## config.mk

```make
export PLATFORM = sky130hd
export DESIGN_NAME = irq_agg
export DESIGN_NICKNAME = d
export VERILOG_FILES = /design/src/rtl/irq_agg_pkg.sv /design/src/rtl/irq_agg_sync.sv /design/src/rtl/irq_agg_regs.sv /design/src/rtl/irq_agg_msg.sv /design/src/rtl/irq_agg.sv
export SDC_FILE = /design/constraint.sdc
export NUM_CORES = 1
export LEC_CHECK = 0
export ABC_AREA = 1
export BUFFER_PORTS_ARGS = -buffer_cell sky130_fd_sc_hd__buf_2
export CELL_PAD_IN_SITES_DETAIL_PLACEMENT = 1
export CELL_PAD_IN_SITES_GLOBAL_PLACEMENT = 1
export CORE_MARGIN = 8
export CORE_UTILIZATION = 38
export CTS_CLUSTER_SIZE = 16
export DETAILED_ROUTE_END_ITERATION = 8
export PLACE_DENSITY_LB_ADDON = 0.1
export SLEW_MARGIN = 0
export SYNTH_ARGS = -nofsm -noshare
export SYNTH_HDL_FRONTEND = slang
export SYNTH_SLANG_ARGS = --single-unit
```

## constraint.sdc

```tcl
create_clock -name clk -period 1.2 [get_ports clk]
set_input_delay 0.12 -clock clk [delete_from_list [all_inputs] [get_ports clk]]
set_output_delay 0.12 -clock clk [all_outputs]
set_load 0.01 [all_outputs]
```

## src/rtl/irq_agg_pkg.sv

```systemverilog
package irq_agg_pkg;
  // byte offsets of the register bus; software depends on these
  localparam int unsigned OFS_TARGET  = 32'h004;
  localparam int unsigned OFS_REQUEST = 32'h00C;
  localparam int unsigned OFS_ENABLE  = 32'h018;
  localparam int unsigned OFS_PENDING = 32'h01C;
  localparam int unsigned OFS_LEVEL   = 32'h028;

  typedef enum logic [2:0] {
    SEL_NONE,
    SEL_TARGET,
    SEL_REQUEST,
    SEL_ENABLE,
    SEL_PENDING,
    SEL_LEVEL
  } reg_sel_e;
endpackage

```

## src/rtl/irq_agg_sync.sv

```systemverilog
// Two-flop synchroniser per line followed by a rising-transition detector.
module irq_agg_sync #(
  parameter int unsigned N_LINES = 11,
  parameter logic [N_LINES-1:0] IMPL_MASK = 11'h5FF
) (
  input  logic               clk,
  input  logic               rst_n,
  input  logic [N_LINES-1:0] lines_i,
  output logic [N_LINES-1:0] level_o,
  output logic [N_LINES-1:0] rise_o
);
  logic [N_LINES-1:0] meta_q;
  logic [N_LINES-1:0] sync_q;
  logic [N_LINES-1:0] hist_q;

  for (genvar i = 0; i < N_LINES; i++) begin : g_line
    always_ff @(posedge clk or negedge rst_n) begin
      if (!rst_n) begin
        meta_q[i] <= 1'b0;
        sync_q[i] <= 1'b0;
        hist_q[i] <= 1'b0;
      end else begin
        meta_q[i] <= lines_i[i];
        sync_q[i] <= meta_q[i];
        hist_q[i] <= sync_q[i];
      end
    end
  end

  always_comb begin
    level_o = sync_q & IMPL_MASK;
    rise_o  = sync_q & ~hist_q & IMPL_MASK;
  end
endmodule

```

## src/rtl/irq_agg_regs.sv

```systemverilog
// Register file: target word, enable mask, read-clear capture registers.
module irq_agg_regs
  import irq_agg_pkg::*;
#(
  parameter int unsigned N_LINES = 11,
  parameter int unsigned DATA_W  = 32,
  parameter int unsigned ADDR_W  = 12,
  parameter logic [N_LINES-1:0] IMPL_MASK = 11'h5FF
) (
  input  logic               clk,
  input  logic               rst_n,
  input  logic               rd_i,
  input  logic               wr_i,
  input  logic [ADDR_W-1:0]  addr_i,
  input  logic [DATA_W-1:0]  wdata_i,
  input  logic [N_LINES-1:0] rise_i,
  input  logic [N_LINES-1:0] new_req_i,
  input  logic [N_LINES-1:0] level_i,
  output logic [N_LINES-1:0] enable_o,
  output logic [DATA_W-1:0]  target_o,
  output logic [DATA_W-1:0]  rdata_o
);
  reg_sel_e           sel;
  logic               clr_req, clr_pend, wr_en, wr_tgt;
  logic [N_LINES-1:0] req_q, req_d;
  logic [N_LINES-1:0] pend_q, pend_d;
  logic [N_LINES-1:0] en_q, en_d;
  logic [DATA_W-1:0]  tgt_q, tgt_d;
  logic [DATA_W-1:0]  rdata_q, rdata_d;
  logic [DATA_W-1:0]  rd_mux;

  always_comb begin
    if (addr_i == ADDR_W'(OFS_TARGET))       sel = SEL_TARGET;
    else if (addr_i == ADDR_W'(OFS_REQUEST)) sel = SEL_REQUEST;
    else if (addr_i == ADDR_W'(OFS_ENABLE))  sel = SEL_ENABLE;
    else if (addr_i == ADDR_W'(OFS_PENDING)) sel = SEL_PENDING;
    else if (addr_i == ADDR_W'(OFS_LEVEL))   sel = SEL_LEVEL;
    else                                     sel = SEL_NONE;
  end

  always_comb begin
    clr_req  = rd_i && (sel == SEL_REQUEST);
    clr_pend = rd_i && (sel == SEL_PENDING);
    wr_en    = wr_i && (sel == SEL_ENABLE);
    wr_tgt   = wr_i && (sel == SEL_TARGET);
  end

  always_comb begin
    unique case (sel)
      SEL_TARGET:  rd_mux = tgt_q;
      SEL_REQUEST: rd_mux = DATA_W'(req_q);
      SEL_ENABLE:  rd_mux = DATA_W'(en_q);
      SEL_PENDING: rd_mux = DATA_W'(pend_q);
      SEL_LEVEL:   rd_mux = DATA_W'(level_i);
      default:     rd_mux = '0;
    endcase
  end

  // next state: a capture in the clearing cycle wins over the clear
  always_comb begin
    req_d   = (clr_req  ? '0 : req_q)  | new_req_i;
    pend_d  = (clr_pend ? '0 : pend_q) | rise_i;
    en_d    = wr_en  ? (wdata_i[N_LINES-1:0] & IMPL_MASK) : en_q;
    tgt_d   = wr_tgt ? wdata_i : tgt_q;
    rdata_d = rd_i   ? rd_mux  : rdata_q;
  end

  always_ff @(posedge clk or negedge rst_n) begin
    if (!rst_n) begin
      req_q   <= '0;
      pend_q  <= '0;
      en_q    <= '0;
      tgt_q   <= '0;
      rdata_q <= '0;
    end else begin
      req_q   <= req_d;
      pend_q  <= pend_d;
      en_q    <= en_d;
      tgt_q   <= tgt_d;
      rdata_q <= rdata_d;
    end
  end

  assign enable_o = en_q;
  assign target_o = tgt_q;
  assign rdata_o  = rdata_q;
endmodule

```

## src/rtl/irq_agg_msg.sv

```systemverilog
// Single-entry posted message generator.
module irq_agg_msg #(
  parameter int unsigned DATA_W = 32
) (
  input  logic              clk,
  input  logic              rst_n,
  input  logic              trigger_i,
  input  logic [DATA_W-1:0] target_i,
  input  logic              ready_i,
  output logic              valid_o,
  output logic [DATA_W-1:0] payload_o
);
  logic              valid_q, valid_d;
  logic [DATA_W-1:0] pay_q, pay_d;
  logic              launch, retire;

  always_comb begin
    launch = trigger_i && (target_i != '0) && !valid_q;
    retire = valid_q && ready_i;
    if (launch)      valid_d = 1'b1;
    else if (retire) valid_d = 1'b0;
    else             valid_d = valid_q;
    pay_d = launch ? target_i : pay_q;
  end

  always_ff @(posedge clk or negedge rst_n) begin
    if (!rst_n) begin
      valid_q <= 1'b0;
      pay_q   <= '0;
    end else begin
      valid_q <= valid_d;
      if (launch) pay_q <= pay_d;
    end
  end

  assign valid_o   = valid_q;
  assign payload_o = pay_q;
endmodule

```

## src/rtl/irq_agg.sv

```systemverilog
module irq_agg #(
  parameter int unsigned N_LINES = 11,
  parameter int unsigned DATA_W  = 32,
  parameter int unsigned ADDR_W  = 12,
  parameter logic [N_LINES-1:0] IMPL_MASK = 11'h5FF
) (
  input  logic               clk,
  input  logic               rst_n,
  input  logic [N_LINES-1:0] irq_in,
  input  logic               reg_rd,
  input  logic               reg_wr,
  input  logic [ADDR_W-1:0]  reg_addr,
  input  logic [DATA_W-1:0]  reg_wdata,
  output logic [DATA_W-1:0]  reg_rdata,
  output logic               msg_valid,
  input  logic               msg_ready,
  output logic [DATA_W-1:0]  msg_payload
);
  logic [N_LINES-1:0] level_w, rise_w, enable_w, new_req_w;
  logic [DATA_W-1:0]  target_w;

  irq_agg_sync #(.N_LINES(N_LINES), .IMPL_MASK(IMPL_MASK)) u_sync (
    .clk(clk), .rst_n(rst_n), .lines_i(irq_in),
    .level_o(level_w), .rise_o(rise_w)
  );

  assign new_req_w = rise_w & enable_w;

  irq_agg_regs #(.N_LINES(N_LINES), .DATA_W(DATA_W), .ADDR_W(ADDR_W),
                 .IMPL_MASK(IMPL_MASK)) u_regs (
    .clk(clk), .rst_n(rst_n), .rd_i(reg_rd), .wr_i(reg_wr),
    .addr_i(reg_addr), .wdata_i(reg_wdata), .rise_i(rise_w),
    .new_req_i(new_req_w), .level_i(level_w), .enable_o(enable_w),
    .target_o(target_w), .rdata_o(reg_rdata)
  );

  irq_agg_msg #(.DATA_W(DATA_W)) u_msg (
    .clk(clk), .rst_n(rst_n), .trigger_i(|new_req_w), .target_i(target_w),
    .ready_i(msg_ready), .valid_o(msg_valid), .payload_o(msg_payload)
  );
endmodule

```

==> flow_metrics.tcl, run 1 <==
set metrics [dict create \
    status "complete, but fails checks" \
    violations "setup timing" \
    design.core.area_mm2 0.01712 \
    cp-start-kind "flop" \
    wl_per_cell_um 17.22 \
    io_buffers 123 \
    grt_pass1_vias 6348 \
    rows 48 \
    synth_edf_count 0 \
    synth_area_leaders "dfrtp_1 60%, nand2_1 10%, nand3_1 5.6%" \
    clock-skew-final_ps 7.940 \
    final_nets 1012 \
    drt-initial-drc-count 280 \
    drive_gt1_frac 0.3606 \
    hold_viol_final 0 \
    criticalPathCategory "reg2reg" \
    whs_ps 7.443 \
    finalCritPeriodShare 1.292 \
    cts_buffers 17 \
    synth.yosys.seq_area_share 0.5959 \
    hold_path_depth 3 \
    synth_cells 702 \
    finalPower_uw 11400 \
    vias 5690 \
    netlist_area_mm2 0.006593 \
    timing.final.crit_period_ps 1551 \
    n_fill_cell 2006 \
    max_stage_delay_ps 430 \
    postLayoutCoreUtil 0.5442 \
    synth_cell_type_count 28 \
    relSlewSlack 0.6650 \
    die_h_um 147.7 \
    dp_hpwl_mm 14.96 \
    hp-class "in2reg" \
    setup_viol 33 \
    grt_setup_unrepaired "true" \
    cts_root_buf "clkbuf_16" \
    die-area_mm2 0.02182 \
    worst_slack_ps -350.7 \
    worst_pin_slew_ps 501.9 \
    dr.pass1.iters 4 \
    critPathRequiredTime_ps 1550 \
    p_leak_uw 0.004817 \
    clockBufferDepth 2 \
    clock_sinks 157 \
    yosysWarnings 0 \
    start_util 0.3852 \
    clk_latency_ps 430 \
    ios 125 \
    htree_levels 4 \
    viasPerCell 4.782 \
    synth.most_common_cell "nand2_1" \
    max_cap_viol_count 0 \
    cp-end-kind "flop" \
    drc 0 \
    powerDensity_mw_per_mm2 1223 \
    synth-async-reset-ratio 1.000 \
    overflow 0 \
    synth-seq-cells 157 \
    syn_area_per_cell_um2 9.391 \
    maxSlewViolCount 0 \
    syn_nets 762 \
    crit_arrival_ps 1900 \
    peakVddDrop_uv 1036 \
    clk_pin_slew_ps 60 \
    antenna_found_initial 0 \
    tns_ps -10700 \
    fmax_ghz 0.6449 \
    layout-area-overhead-vs-synth_pct 41.30 \
    gp_congestion 0.8486 \
    finalWirelength_mm 20.50 \
    synthTopCellsByCount "180 x nand2_1, 157 x dfrtp_1, 80 x inv_1" \
    cp_cell_sequence "nand3_4, nand2_2, nor2_4, nand3b_1, nand3_4, buf_12, nand2_1, o21ai_1" \
    grt_start_max_net_pins 58 \
    num_antenna_cells 0 \
    postRouteAntennaNets 0 \
    crit_path_top_delay_cell "dfrtp_1" \
    die_w_um 147.7 \
    yosysTopAreaCellShare 0.5959 \
    rr_worst_depth 8 \
    cpMostUsedCell "nand3_4" \
    crit_path_max_fanout 23 \
    synth_top_flop_cell "dfrtp_1" \
    pre_cts_slack_ps -450.8 \
    grt_usage 0.1967 \
    yosysTopAreaCell "dfrtp_1" \
    cts_tree "yes" \
    grt_pass1_wl_mm 33.71 \
]
[worst max-delay path: cells and delay by family (launching register included)]
family / cells / cell delay [ps]
AO/OA/AOI/OAI: 1 / 80
flip-flops: 1 / 430
AND/OR/NAND/NOR: 6 / 770
buffers and inverters: 1 / 180
[path summary, 6_finish.rpt]
path	end	startpoint	slack, ps
max	u_msg.payload_o[24]	u_sync.level_o[1]	-350
max reg2reg	u_msg.payload_o[24]	u_sync.level_o[1]	-350
min	u_regs.target_o[6]	reg_wdata[6]	7
max in group asynchronous	u_regs.rdata_o[7]	rst_n	580
min in group asynchronous	u_msg.payload_o[17]	rst_n	80
min reg2reg	u_sync.level_o[0]	u_sync.meta_q[0]	350
[stage by stage]
step / instance area (um^2) / instances
3_5_place_dp: 8214 / 1119
6_report: 9315 / 1190
4_1_cts: 9250 / 1191
5_1_grt: 9315 / 1190
3_3_place_gp: 8214 / 1119
2_1_floorplan: 6660 / 702
[flip-flops by register name (all words and copies together), names as in the netlist]
signal / count
u_msg.payload_o: 32
u_msg.valid_o: 1
u_regs.enable_o: 10
u_regs.pend_q: 10
u_regs.rdata_o: 32
u_regs.req_q: 10
u_regs.target_o: 32
u_sync.hist_q: 10
u_sync.level_o: 10
u_sync.meta_q: 10
[cells in the final DEF (no fill, tap or decap), drive strengths merged]
cell type    synthesis  routed
bufinv               0       2
o21ai               84      84
nand3               76      76
nor2                43      43
clkbuf              15      22
dlygate4sd3          0      36
nand3b               1       1
and2                 1       1
nor3                 1       1
inv                 84      84
clkinv               0       7
nand2              192     192
nand4               10      10
nor4                 1       1
buf                 16     226
o31ai               21      21
clkinvlp             0       1
dfrtp              157     157
[cells by family (layout without fill, tap and decap cells)]
group | Yosys count | after routing | synth area share
AO/OA/AOI/OAI | 105 | 105 | 0.1099
buffers and inverters | 115 | 378 | 0.07477
flip-flops | 157 | 157 | 0.5959
AND/OR/NAND/NOR | 325 | 325 | 0.2194
[final cells by class]
class	instances	area [um^2]	share of cell area
clock buffers	22	474.2	0.05091
well taps	225	281.5	0.03022
inverters	84	315.3	0.03385
multi-input cells	430	2301	0.2470
flip-flops and latches	157	3929	0.4218
clock inverters	10	113.9	0.01222
repair buffers	262	1901	0.2040
[what timing repair did]
item	CTS	global route
endpoints found under the setup margin	35	37
hold buffers	36	0
setup buffers	3	3
pin swaps	5	8
gates resized for setup	21	24
cloned	1	0
hold endpoints to repair	192	0
[power breakdown]
| part | total, uW | switching (uW) | internal [uW] |
|---|---|---|---|
| Combinational | 642 | 364 | 278 |
| Clock | 5370 | 2150 | 3220 |
| Sequential | 5390 | 30.8 | 5360 |
| Total | 11400 | 2540 | 8860 |
[per-layer routing]
layer  up-vias  GRT usage  share of wire
li1       2757          -              -
met1      2791     0.2315           0.41
met2       114     0.3495           0.52
met3        28    0.04219          0.047
met4         0    0.06527          0.016
met5         -          0              0
Note: power is estimated with default switching activity, not from simulation.
==> run 2: changes to the inputs <==
--- a/config.mk
+++ b/config.mk
@@ -6,7 +6,7 @@
 export NUM_CORES = 1
 export LEC_CHECK = 0
 export ABC_AREA = 1
-export BUFFER_PORTS_ARGS = -buffer_cell sky130_fd_sc_hd__buf_2
+export BUFFER_PORTS_ARGS = -buffer_cell sky130_fd_sc_hd__clkbuf_2
 export CELL_PAD_IN_SITES_DETAIL_PLACEMENT = 1
 export CELL_PAD_IN_SITES_GLOBAL_PLACEMENT = 1
 export CORE_MARGIN = 8
==> flow_metrics.tcl, run 2 (synthesis results as in run 1) <==
set metrics [dict create \
    status "complete, but fails checks" \
    violations "setup timing" \
    grt_setup_unrepaired "true" \
    powerDensity_mw_per_mm2 1271 \
    multi_input_area_mm2 0.002275 \
    cts_buffers 17 \
    die_h_um 147.7 \
    peakVddDrop_uv 990.2 \
    critPathRequiredTime_ps 1540 \
    die-area_mm2 0.02182 \
    finalPower_uw 12130 \
    gp_congestion 0.8279 \
    cp-end-kind "flop" \
    viasPerCell 4.863 \
    dp_hpwl_mm 15.44 \
    postLayoutCoreUtil 0.5578 \
    rr_worst_depth 8 \
    cts_tree "yes" \
    worst_pin_slew_ps 435.6 \
    clockBufferDepth 2 \
    num_antenna_cells 0 \
    wl_per_cell_um 17.85 \
    n_fill_cell 1994 \
    postRouteAntennaNets 0 \
    clk_latency_ps 430 \
    die_w_um 147.7 \
    worst_slack_ps -324.5 \
    grt_pass1_vias 6577 \
    whs_ps 5.523 \
    crit_arrival_ps 1870 \
    start_util 0.3852 \
    finalWirelength_mm 21.52 \
    finalCritPeriodShare 1.270 \
    final_cell_mix "178 x nand2_1, 157 x dfrtp_1, 122 x clkbuf_2, 95 x buf_4, 71 x inv_1" \
    fmax_ghz 0.6560 \
    grt_pass1_wl_mm 34.79 \
    grt_start_max_net_pins 38 \
    clock-skew-final_ps 13.61 \
    tns_ps -9810 \
    clock_sinks 157 \
    relSlewSlack 0.7096 \
    layout-area-overhead-vs-synth_pct 44.83 \
    maxSlewViolCount 0 \
    criticalPathCategory "reg2reg" \
    ios 125 \
    p_leak_uw 0.004882 \
    hp-class "in2reg" \
    seqCellArea_mm2 0.003929 \
    setup_viol 33 \
    drt-initial-drc-count 238 \
    cts_root_buf "clkbuf_16" \
    fin_area_mm2 0.009548 \
    clk_pin_slew_ps 60 \
    antenna_found_initial 0 \
    cp-start-kind "flop" \
    vias 5865 \
    max_cap_viol_count 0 \
    design.core.area_mm2 0.01712 \
    htree_levels 4 \
    hold_viol_final 0 \
    hold_path_depth 3 \
    grt_usage 0.2041 \
    final_common_cell "nand2_1" \
    rows 48 \
    postPlaceCellArea_mm2 0.008304 \
    final_nets 1028 \
    timing.final.crit_period_ps 1524 \
    overflow 0 \
    drc 0 \
    dr.pass1.iters 4 \
    io_buffers 123 \
    drive_gt1_frac 0.3629 \
    crit_path_max_fanout 30 \
]
==> run 2: where the power goes <==
part | switching, uW | internal [uW] | leakage, uW
logic | 380 | 302 | 0.00255
clock network | 2250 | 3820 | 0.000312
registers | 31.2 | 5350 | 0.00202
==> run 2: worst paths after layout <==
kind	start	to	slack, ps
max	u_regs.enable_o[2]	u_msg.payload_o[0]	-320
min	reg_wdata[4]	u_regs.target_o[4]	6
max reg2reg	u_regs.enable_o[2]	u_msg.payload_o[0]	-320
min reg2reg	u_sync.meta_q[3]	u_sync.level_o[3]	350
max in group asynchronous	rst_n	u_msg.payload_o[24]	520
min in group asynchronous	rst_n	u_regs.rdata_o[14]	160
==> run 2: through the flow <==
step,setup slack [ps],instances
CTS,-316.1,1204
detailed placement,-303.9,1126
finish,-324.5,1206
floorplan,-43.28,702
global placement,-273.9,1126
global route,-428.3,1206
==> run 2: layer usage <==
metal / global-route usage / share of wire / up-vias
met5: 0 / 0 / -
met4: 0.06884 / 0.017 / 0
met3: 0.04158 / 0.035 / 28
met2: 0.3732 / 0.54 / 105
met1: 0.2324 / 0.41 / 2943
li1: - / - / 2789
==> run 2: final cells by class <==
cell class	instances	share of cell area
Multi-Input combinational cell	430	0.2382
Clock buffer	19	0.04744
Timing Repair Buffer	278	0.2182
Inverter	84	0.03302
Clock inverter	13	0.02215
Tap cell	225	0.02948
Sequential cell	157	0.4115
==> run 2: timing repair <==
item | 4_1_cts | 5_1_grt
cloned | 1 | 0
pin swaps | 1 | 0
setup buffers | 3 | 1
hold endpoints to repair | 198 | 1
hold buffers | 42 | 1
setup endpoints to repair | 34 | 39
gates resized for setup | 29 | 13
==> run 2: worst max-delay path, cell delays in order, from the launching register on <==
cell and delay (ps):
dfrtp_1 410, nand3_2 100, nand2_2 70, nor2_1 110
nand3b_1 210, nand3_4 190, buf_12 190, nand2_1 70
o21ai_1 80
